File: src/rtl/cdt_pkg.sv
// Shared definitions for the countdown timer: register selectors, entry
// layout and the prescaler code decoder.
package cdt_pkg;

    localparam int ADDR_W       = 2;
    localparam int VEC_W        = 8;
    localparam int SHIFT_W      = 3;   // log2 of the largest ratio exponent
    localparam int MAX_SHIFT    = 7;   // largest ratio is 2**7
    localparam int BIT_PEND     = 12;
    localparam int BIT_MASK     = 16;
    localparam int BIT_PERIODIC = 17;
    localparam int CODE_W       = 4;

    typedef enum logic [ADDR_W-1:0] {
        SEL_START = 2'd0,
        SEL_LIVE  = 2'd1,
        SEL_DIV   = 2'd2,
        SEL_ENTRY = 2'd3
    } reg_sel_e;

    typedef struct packed {
        logic             periodic;
        logic             mask;
        logic [VEC_W-1:0] vector;
    } entry_t;

    // Map a prescaler code onto a power-of-two exponent; bit 2 is unused.
    function automatic logic [SHIFT_W-1:0] code_to_shift(input logic [CODE_W-1:0] code);
        logic [SHIFT_W-1:0] idx;
        idx = {code[3], code[1], code[0]};
        if (idx == 3'b111)
            return '0;
        else
            return idx + 3'd1;
    endfunction

endpackage

File: src/rtl/cdt_regs.sv
// Register set of the countdown timer.
// Holds the start value, the prescaler code and the interrupt entry, flags a
// start-value write, and returns read data from a combinational mux.
// Assumes a single write port and writes that take effect at the clock edge.
module cdt_regs
    import cdt_pkg::*;
#(
    parameter int CNT_W = 32
) (
    input  logic                clk,
    input  logic                rst_n,
    input  logic                wr_en,
    input  logic [ADDR_W-1:0]   wr_addr,
    input  logic [CNT_W-1:0]    wr_data,
    input  logic [ADDR_W-1:0]   rd_addr,
    input  logic [CNT_W-1:0]    live_cnt,
    input  logic                pending,
    output logic [CNT_W-1:0]    rd_data,
    output logic [CNT_W-1:0]    start_q,
    output logic [CODE_W-1:0]   code_q,
    output entry_t              entry_q,
    output logic                load,
    output logic [CNT_W-1:0]    load_val
);

    reg_sel_e wsel, rsel;

    assign wsel     = reg_sel_e'(wr_addr);
    assign rsel     = reg_sel_e'(rd_addr);
    assign load     = wr_en && (wsel == SEL_START);
    assign load_val = wr_data;

    // Capture software writes; the live-count address has no storage here.
    always_ff @(posedge clk) begin
        if (!rst_n) begin
            start_q         <= '0;
            code_q          <= '0;
            entry_q.vector  <= '0;
            entry_q.mask    <= 1'b1;
            entry_q.periodic<= 1'b0;
        end else if (wr_en) begin
            case (wsel)
                SEL_START: start_q <= wr_data;
                SEL_DIV:   code_q  <= wr_data[CODE_W-1:0];
                SEL_ENTRY: begin
                    entry_q.vector   <= wr_data[VEC_W-1:0];
                    entry_q.mask     <= wr_data[BIT_MASK];
                    entry_q.periodic <= wr_data[BIT_PERIODIC];
                end
                default: ;
            endcase
        end
    end

    // Assemble read data for the selected register.
    always_comb begin
        rd_data = '0;
        case (rsel)
            SEL_START: rd_data = start_q;
            SEL_LIVE:  rd_data = live_cnt;
            SEL_DIV:   rd_data[CODE_W-1:0] = code_q;
            SEL_ENTRY: begin
                rd_data[VEC_W-1:0]   = entry_q.vector;
                rd_data[BIT_PEND]    = pending;
                rd_data[BIT_MASK]    = entry_q.mask;
                rd_data[BIT_PERIODIC]= entry_q.periodic;
            end
            default: rd_data = '0;
        endcase
    end

endmodule

File: src/rtl/cdt_prescale.sv
// Power-of-two prescaler for the time-base pulse.
// Counts tick_in pulses and emits one divided pulse per 2**shift pulses, in
// the same cycle as the terminal raw tick. clear restarts the phase.
// Assumes shift does not exceed MAX_SHIFT.
module cdt_prescale
    import cdt_pkg::*;
#(
    parameter int PHASE_W = MAX_SHIFT
) (
    input  logic               clk,
    input  logic               rst_n,
    input  logic               clear,
    input  logic               tick_in,
    input  logic [SHIFT_W-1:0] shift,
    output logic               ptick
);

    localparam int SPAN_W = PHASE_W + 1;

    logic [PHASE_W-1:0] phase_q;
    logic [SPAN_W-1:0]  span;
    logic [PHASE_W-1:0] last;

    assign span  = {{(SPAN_W-1){1'b0}}, 1'b1} << shift;
    assign last  = PHASE_W'(span - {{(SPAN_W-1){1'b0}}, 1'b1});
    assign ptick = tick_in && (phase_q == last);

    // Advance the phase on each raw tick and wrap at the terminal count.
    always_ff @(posedge clk) begin
        if (!rst_n || clear)
            phase_q <= '0;
        else if (tick_in)
            phase_q <= ptick ? '0 : phase_q + 1'b1;
    end

endmodule

File: src/rtl/cdt_counter.sv
// Down-counter and request flag of the countdown timer.
// Loads on a start-value write, steps on divided ticks, stops or reloads at
// zero by mode, and keeps a pending flag that accept clears.
// Assumes load and ptick may coincide; load wins.
module cdt_counter #(
    parameter int CNT_W = 32
) (
    input  logic             clk,
    input  logic             rst_n,
    input  logic             load,
    input  logic [CNT_W-1:0] load_val,
    input  logic [CNT_W-1:0] start_val,
    input  logic             ptick,
    input  logic             periodic,
    input  logic             mask,
    input  logic             accept,
    output logic [CNT_W-1:0] cnt_q,
    output logic             pending_q,
    output logic             expire
);

    localparam logic [CNT_W-1:0] ONE = {{(CNT_W-1){1'b0}}, 1'b1};

    logic running_q;

    assign expire = ptick && running_q && !load && (cnt_q == ONE);

    // Load, step, reload or stop the live count.
    always_ff @(posedge clk) begin
        if (!rst_n) begin
            cnt_q     <= '0;
            running_q <= 1'b0;
        end else if (load) begin
            cnt_q     <= load_val;
            running_q <= |load_val;
        end else if (ptick && running_q) begin
            if (cnt_q == '0) begin
                if (periodic)
                    cnt_q <= start_val;
                else
                    running_q <= 1'b0;
            end else begin
                cnt_q <= cnt_q - ONE;
                if (cnt_q == ONE && !periodic)
                    running_q <= 1'b0;
            end
        end
    end

    // Set the request on an unmasked expiry; accept clears it, expiry wins.
    always_ff @(posedge clk) begin
        if (!rst_n)
            pending_q <= 1'b0;
        else if (expire && !mask)
            pending_q <= 1'b1;
        else if (accept)
            pending_q <= 1'b0;
    end

endmodule

File: src/rtl/cdt_timer.sv
// Top of the programmable countdown timer.
// Connects the register set, the prescaler and the down-counter, and drives
// the interrupt request with the programmed vector.
// Assumes irq_accept is a single-cycle pulse from the interrupt logic.
module cdt_timer
    import cdt_pkg::*;
#(
    parameter int CNT_W = 32
) (
    input  logic                 clk,
    input  logic                 rst_n,
    input  logic                 wr_en,
    input  logic [ADDR_W-1:0]    wr_addr,
    input  logic [CNT_W-1:0]     wr_data,
    input  logic [ADDR_W-1:0]    rd_addr,
    output logic [CNT_W-1:0]     rd_data,
    input  logic                 tick_in,
    input  logic                 irq_accept,
    output logic                 irq_req,
    output logic [VEC_W-1:0]     irq_vector
);

    logic [CNT_W-1:0]  start_q;
    logic [CNT_W-1:0]  cur_q;
    logic [CNT_W-1:0]  load_val;
    logic [CODE_W-1:0] code_q;
    entry_t            entry_q;
    logic              load;
    logic              ptick;
    logic              expire;
    logic              pend_q;
    logic              ent_mask;
    logic              ent_periodic;

    assign ent_mask     = entry_q.mask;
    assign ent_periodic = entry_q.periodic;
    assign irq_req      = pend_q;
    assign irq_vector   = entry_q.vector;

    cdt_regs #(.CNT_W(CNT_W)) u_regs (
        .clk      (clk),
        .rst_n    (rst_n),
        .wr_en    (wr_en),
        .wr_addr  (wr_addr),
        .wr_data  (wr_data),
        .rd_addr  (rd_addr),
        .live_cnt (cur_q),
        .pending  (pend_q),
        .rd_data  (rd_data),
        .start_q  (start_q),
        .code_q   (code_q),
        .entry_q  (entry_q),
        .load     (load),
        .load_val (load_val)
    );

    cdt_prescale #(.PHASE_W(MAX_SHIFT)) u_pre (
        .clk     (clk),
        .rst_n   (rst_n),
        .clear   (load),
        .tick_in (tick_in),
        .shift   (code_to_shift(code_q)),
        .ptick   (ptick)
    );

    cdt_counter #(.CNT_W(CNT_W)) u_cnt (
        .clk       (clk),
        .rst_n     (rst_n),
        .load      (load),
        .load_val  (load_val),
        .start_val (start_q),
        .ptick     (ptick),
        .periodic  (ent_periodic),
        .mask      (ent_mask),
        .accept    (irq_accept),
        .cnt_q     (cur_q),
        .pending_q (pend_q),
        .expire    (expire)
    );

endmodule

File: config.mk
export PLATFORM = sky130hd
export DESIGN_NAME = cdt_timer
export DESIGN_NICKNAME = d
export VERILOG_FILES = /design/src/rtl/cdt_pkg.sv /design/src/rtl/cdt_regs.sv /design/src/rtl/cdt_prescale.sv /design/src/rtl/cdt_counter.sv /design/src/rtl/cdt_timer.sv
export SDC_FILE = /design/constraint.sdc
export NUM_CORES = 1
export LEC_CHECK = 0
export BUFFER_PORTS_ARGS = -buffer_cell sky130_fd_sc_hd__clkbuf_2
export CORE_AREA = 2 2 129 131
export DETAILED_ROUTE_END_ITERATION = 12
export DIE_AREA = 0 0 131 133
export GPL_TIMING_DRIVEN = 0
export SYNTH_ARGS = -nofsm -noshare
export SYNTH_HDL_FRONTEND = slang
export SYNTH_SLANG_ARGS = --single-unit
File: constraint.sdc
create_clock -name clk -period 4.95 [get_ports clk]
set_input_delay 0.99 -clock clk [delete_from_list [all_inputs] [get_ports clk]]
set_output_delay 0.99 -clock clk [all_outputs]
set_load 0.005 [all_outputs]
==> results.ini <==
[timing]
slew-limit-headroom=0.229
period_needed_ns=4.58
rsz0062_at_grt=no
skew_ns=0.0138
max_freq_ghz=0.218
fin_hold_ws_ns=0.483
fin_crit_sh=0.926
hold_violations=0
setup_tns_ns=0
setup_viol_count_final=0
maxSlewViolCount=0
worstMarginPinSlew_ns=1.16

[final_layout]
insertedDiodeCount=0
fin_util=0.403
drive_gt1_frac=0.169
final_cells=1020
nets=844
area_growth_pct=18.0
n_fill_cell=1692

[global_route]
antenna_found_initial=0
grt_first_pass_wirelength_mm=32.0
grt_pass1_vias=5433
grt_overflow=0
grt_max_degree=16
grt_usage=0.242

[critical_path]
critPathLaunchType=flop
crit_chain=clkbuf_1, nand2_1, inv_1, ha_1, buf_2, or3b_2, ha_1, nand2b_1, mux2_2, a211oi_1, o211ai_1, nor3_2, buf_2, o211ai_1, a31oi_1
worstPathRequired_ns=5.23
critPathMaxFanout=10
crit_arrival_ns=4.86
cp_slowest_cell=nor3_2
endpoint_kind=flop
slowest_delay_ns=0.81
crit_type=flop to flop
crit_family=simple AND/OR/NAND/NOR gates
cp_num_buf_inv=4

[clock_network]
clock_path_buffers=2
clk_pin_slew_ns=0.07
ctsHoldBuffers=0
cts_resized=0
post_cts_buffers=0
numCtsBuffers=9
cts-root-buf=clkbuf_16
cts_tree=done
clkLatencyLatePin_ns=0.36
htree_levels=3
cts.sinks=87

[route]
avgViaCountPerCell=5.71
drt_iter0_markers=632
drtAntennaViolNets=0
wirelength_mm=20.9
drc=0
wl_per_cell_um=20.4
drtPass1Iterations=5
vias=5824

[flow_run]
max_cap_violations=0

[die]
start_util=0.341
coreArea_um2=16200
die_area_um2=17400
fp.dieH_um=133
std_cell_rows=47
dieWidth_um=131
pin_count=82

[placement]
portBuffers=78
hpwlAfterDp_mm=15.0
dp_cells=1004
gp_congestion=0.946

[yosys]
synth_ff_type=dfxtp_1
ys_types=69
synth_area_per_cell_um2=7.82
synthCells=706
syn_nets=755
yosys_warnings=0
synthArstFlopShare=0
syn_area_um2=5520
synth_edf_count=0
ys_seq_area_frac=0.316
ys_seq_elements=87

[power]
p_leak_nw=2.67
vdd_drop_max_uv=189
powerDensity_nw_per_um2=316

[run_status]
status=finished, final reports clean

[worst_hold_path]
hp-class=flop to flop

## metal layers
layer | global-route usage | routed length [um] | share of wire
met1 | 0.326 | 8910 | 0.43
met2 | 0.383 | 9530 | 0.46
met3 | 0.0485 | 1800 | 0.086
met4 | 0.0875 | 620 | 0.030
met5 | 0 | 0 | 0
## Yosys cell counts, types with 5 or more instances
library cell | number | area (um^2)
a21boi_0 | 40 | 300
a21oi_1 | 19 | 95.1
a22o_1 | 12 | 105
a2bb2oi_1 | 5 | 43.8
a31oi_1 | 6 | 37.5
and2_1 | 8 | 50.1
and3_1 | 7 | 43.8
buf_1 | 5 | 18.8
buf_2 | 8 | 40.0
clkbuf_1 | 34 | 128
dfxtp_1 | 87 | 1740
ha_1 | 8 | 100
inv_1 | 14 | 52.6
mux2_2 | 10 | 113
mux2i_1 | 32 | 320
nand2_1 | 133 | 499
nand2b_1 | 5 | 31.3
nand3_1 | 17 | 85.1
nand3b_1 | 5 | 37.5
nand4_1 | 10 | 62.6
nor2_1 | 57 | 214
nor2b_1 | 8 | 50.1
nor3_1 | 13 | 65.1
nor4_1 | 18 | 113
o211ai_1 | 12 | 90.1
o21ai_0 | 33 | 165
o31ai_1 | 5 | 37.5
xnor2_1 | 10 | 87.6
xor2_1 | 9 | 78.8
## tightest hold or removal path, stage by stage (launching register included)
cell and delay (ns):
dfxtp_1 0.32, nand2_1 0.05, a21boi_0 0.07
## cells in the final DEF (no fill, tap or decap), types with 12 or more instances in the layout
cell	n
a21boi_0	40
a21oi_1	19
a22o_1	12
clkbuf_1	34
clkbuf_2	78
dfxtp_1	87
inv_1	14
mux2i_1	32
nand2_1	133
nand3_1	17
nor2_1	57
nor3_1	13
nor4_1	18
o211ai_1	12
o21ai_0	33
## state kept, by name (all words and copies together) (netlist names)
name,flops
u_pre.phase_q,7
u_cnt.cnt_q,32
u_regs.code_q,4
u_regs.entry_q,10
u_cnt.running_q,1
u_regs.start_q,32
u_cnt.pending_q,1
## where the power goes
group,switching (mW),internal [mW]
logic,0.324,0.194
registers,0.0353,0.729
clock network,0.314,0.460
## final cells by class
class,instances,area (um^2),area share
Timing Repair Buffer,78,390,0.0599
Buffer,50,220,0.0338
Sequential cell,87,1740,0.267
Inverter,14,52.6,0.00806
Multi-Input combinational cell,555,3510,0.538
Clock inverter,6,91.3,0.0140
Tap cell,220,275,0.0422
Clock buffer,10,239,0.0367
## metrics by stage
stage	total power, mW	setup WS, ns	instance area [um^2]
finish	2.06	0.366	6520
global route	2.14	0.0556	6520
floorplan	1.12	1.33	5520
detailed placement	1.28	0.420	6190
CTS	2.05	0.393	6520
global placement	1.28	0.470	6190
## cell families (layout without fill, tap and decap cells)
group | after synthesis | count (layout) | synth area share
AOI/OAI and AO/OA | 174 | 174 | 0.223
xor gates and xnor gates | 19 | 19 | 0.0301
adders and majority gates | 8 | 8 | 0.0181
buffers and inverters | 64 | 158 | 0.0494
DFF | 87 | 87 | 0.316
muxes | 46 | 46 | 0.0947
and+or+nand+nor | 308 | 308 | 0.269
## final timing paths
path / start / end / slack (ns) / cells after the start
setup reg to reg: u_regs.code_q[1] / u_cnt.cnt_q[14] / 0.37 / 15
hold / removal: u_regs.start_q[9] / u_regs.start_q[9] / 0.48 / 2
hold reg to reg: u_regs.start_q[9] / u_regs.start_q[9] / 0.48 / 2
setup / recovery: u_regs.code_q[1] / u_cnt.cnt_q[14] / 0.37 / 15
No activity file was read; power rests on OpenSTA's default activity.
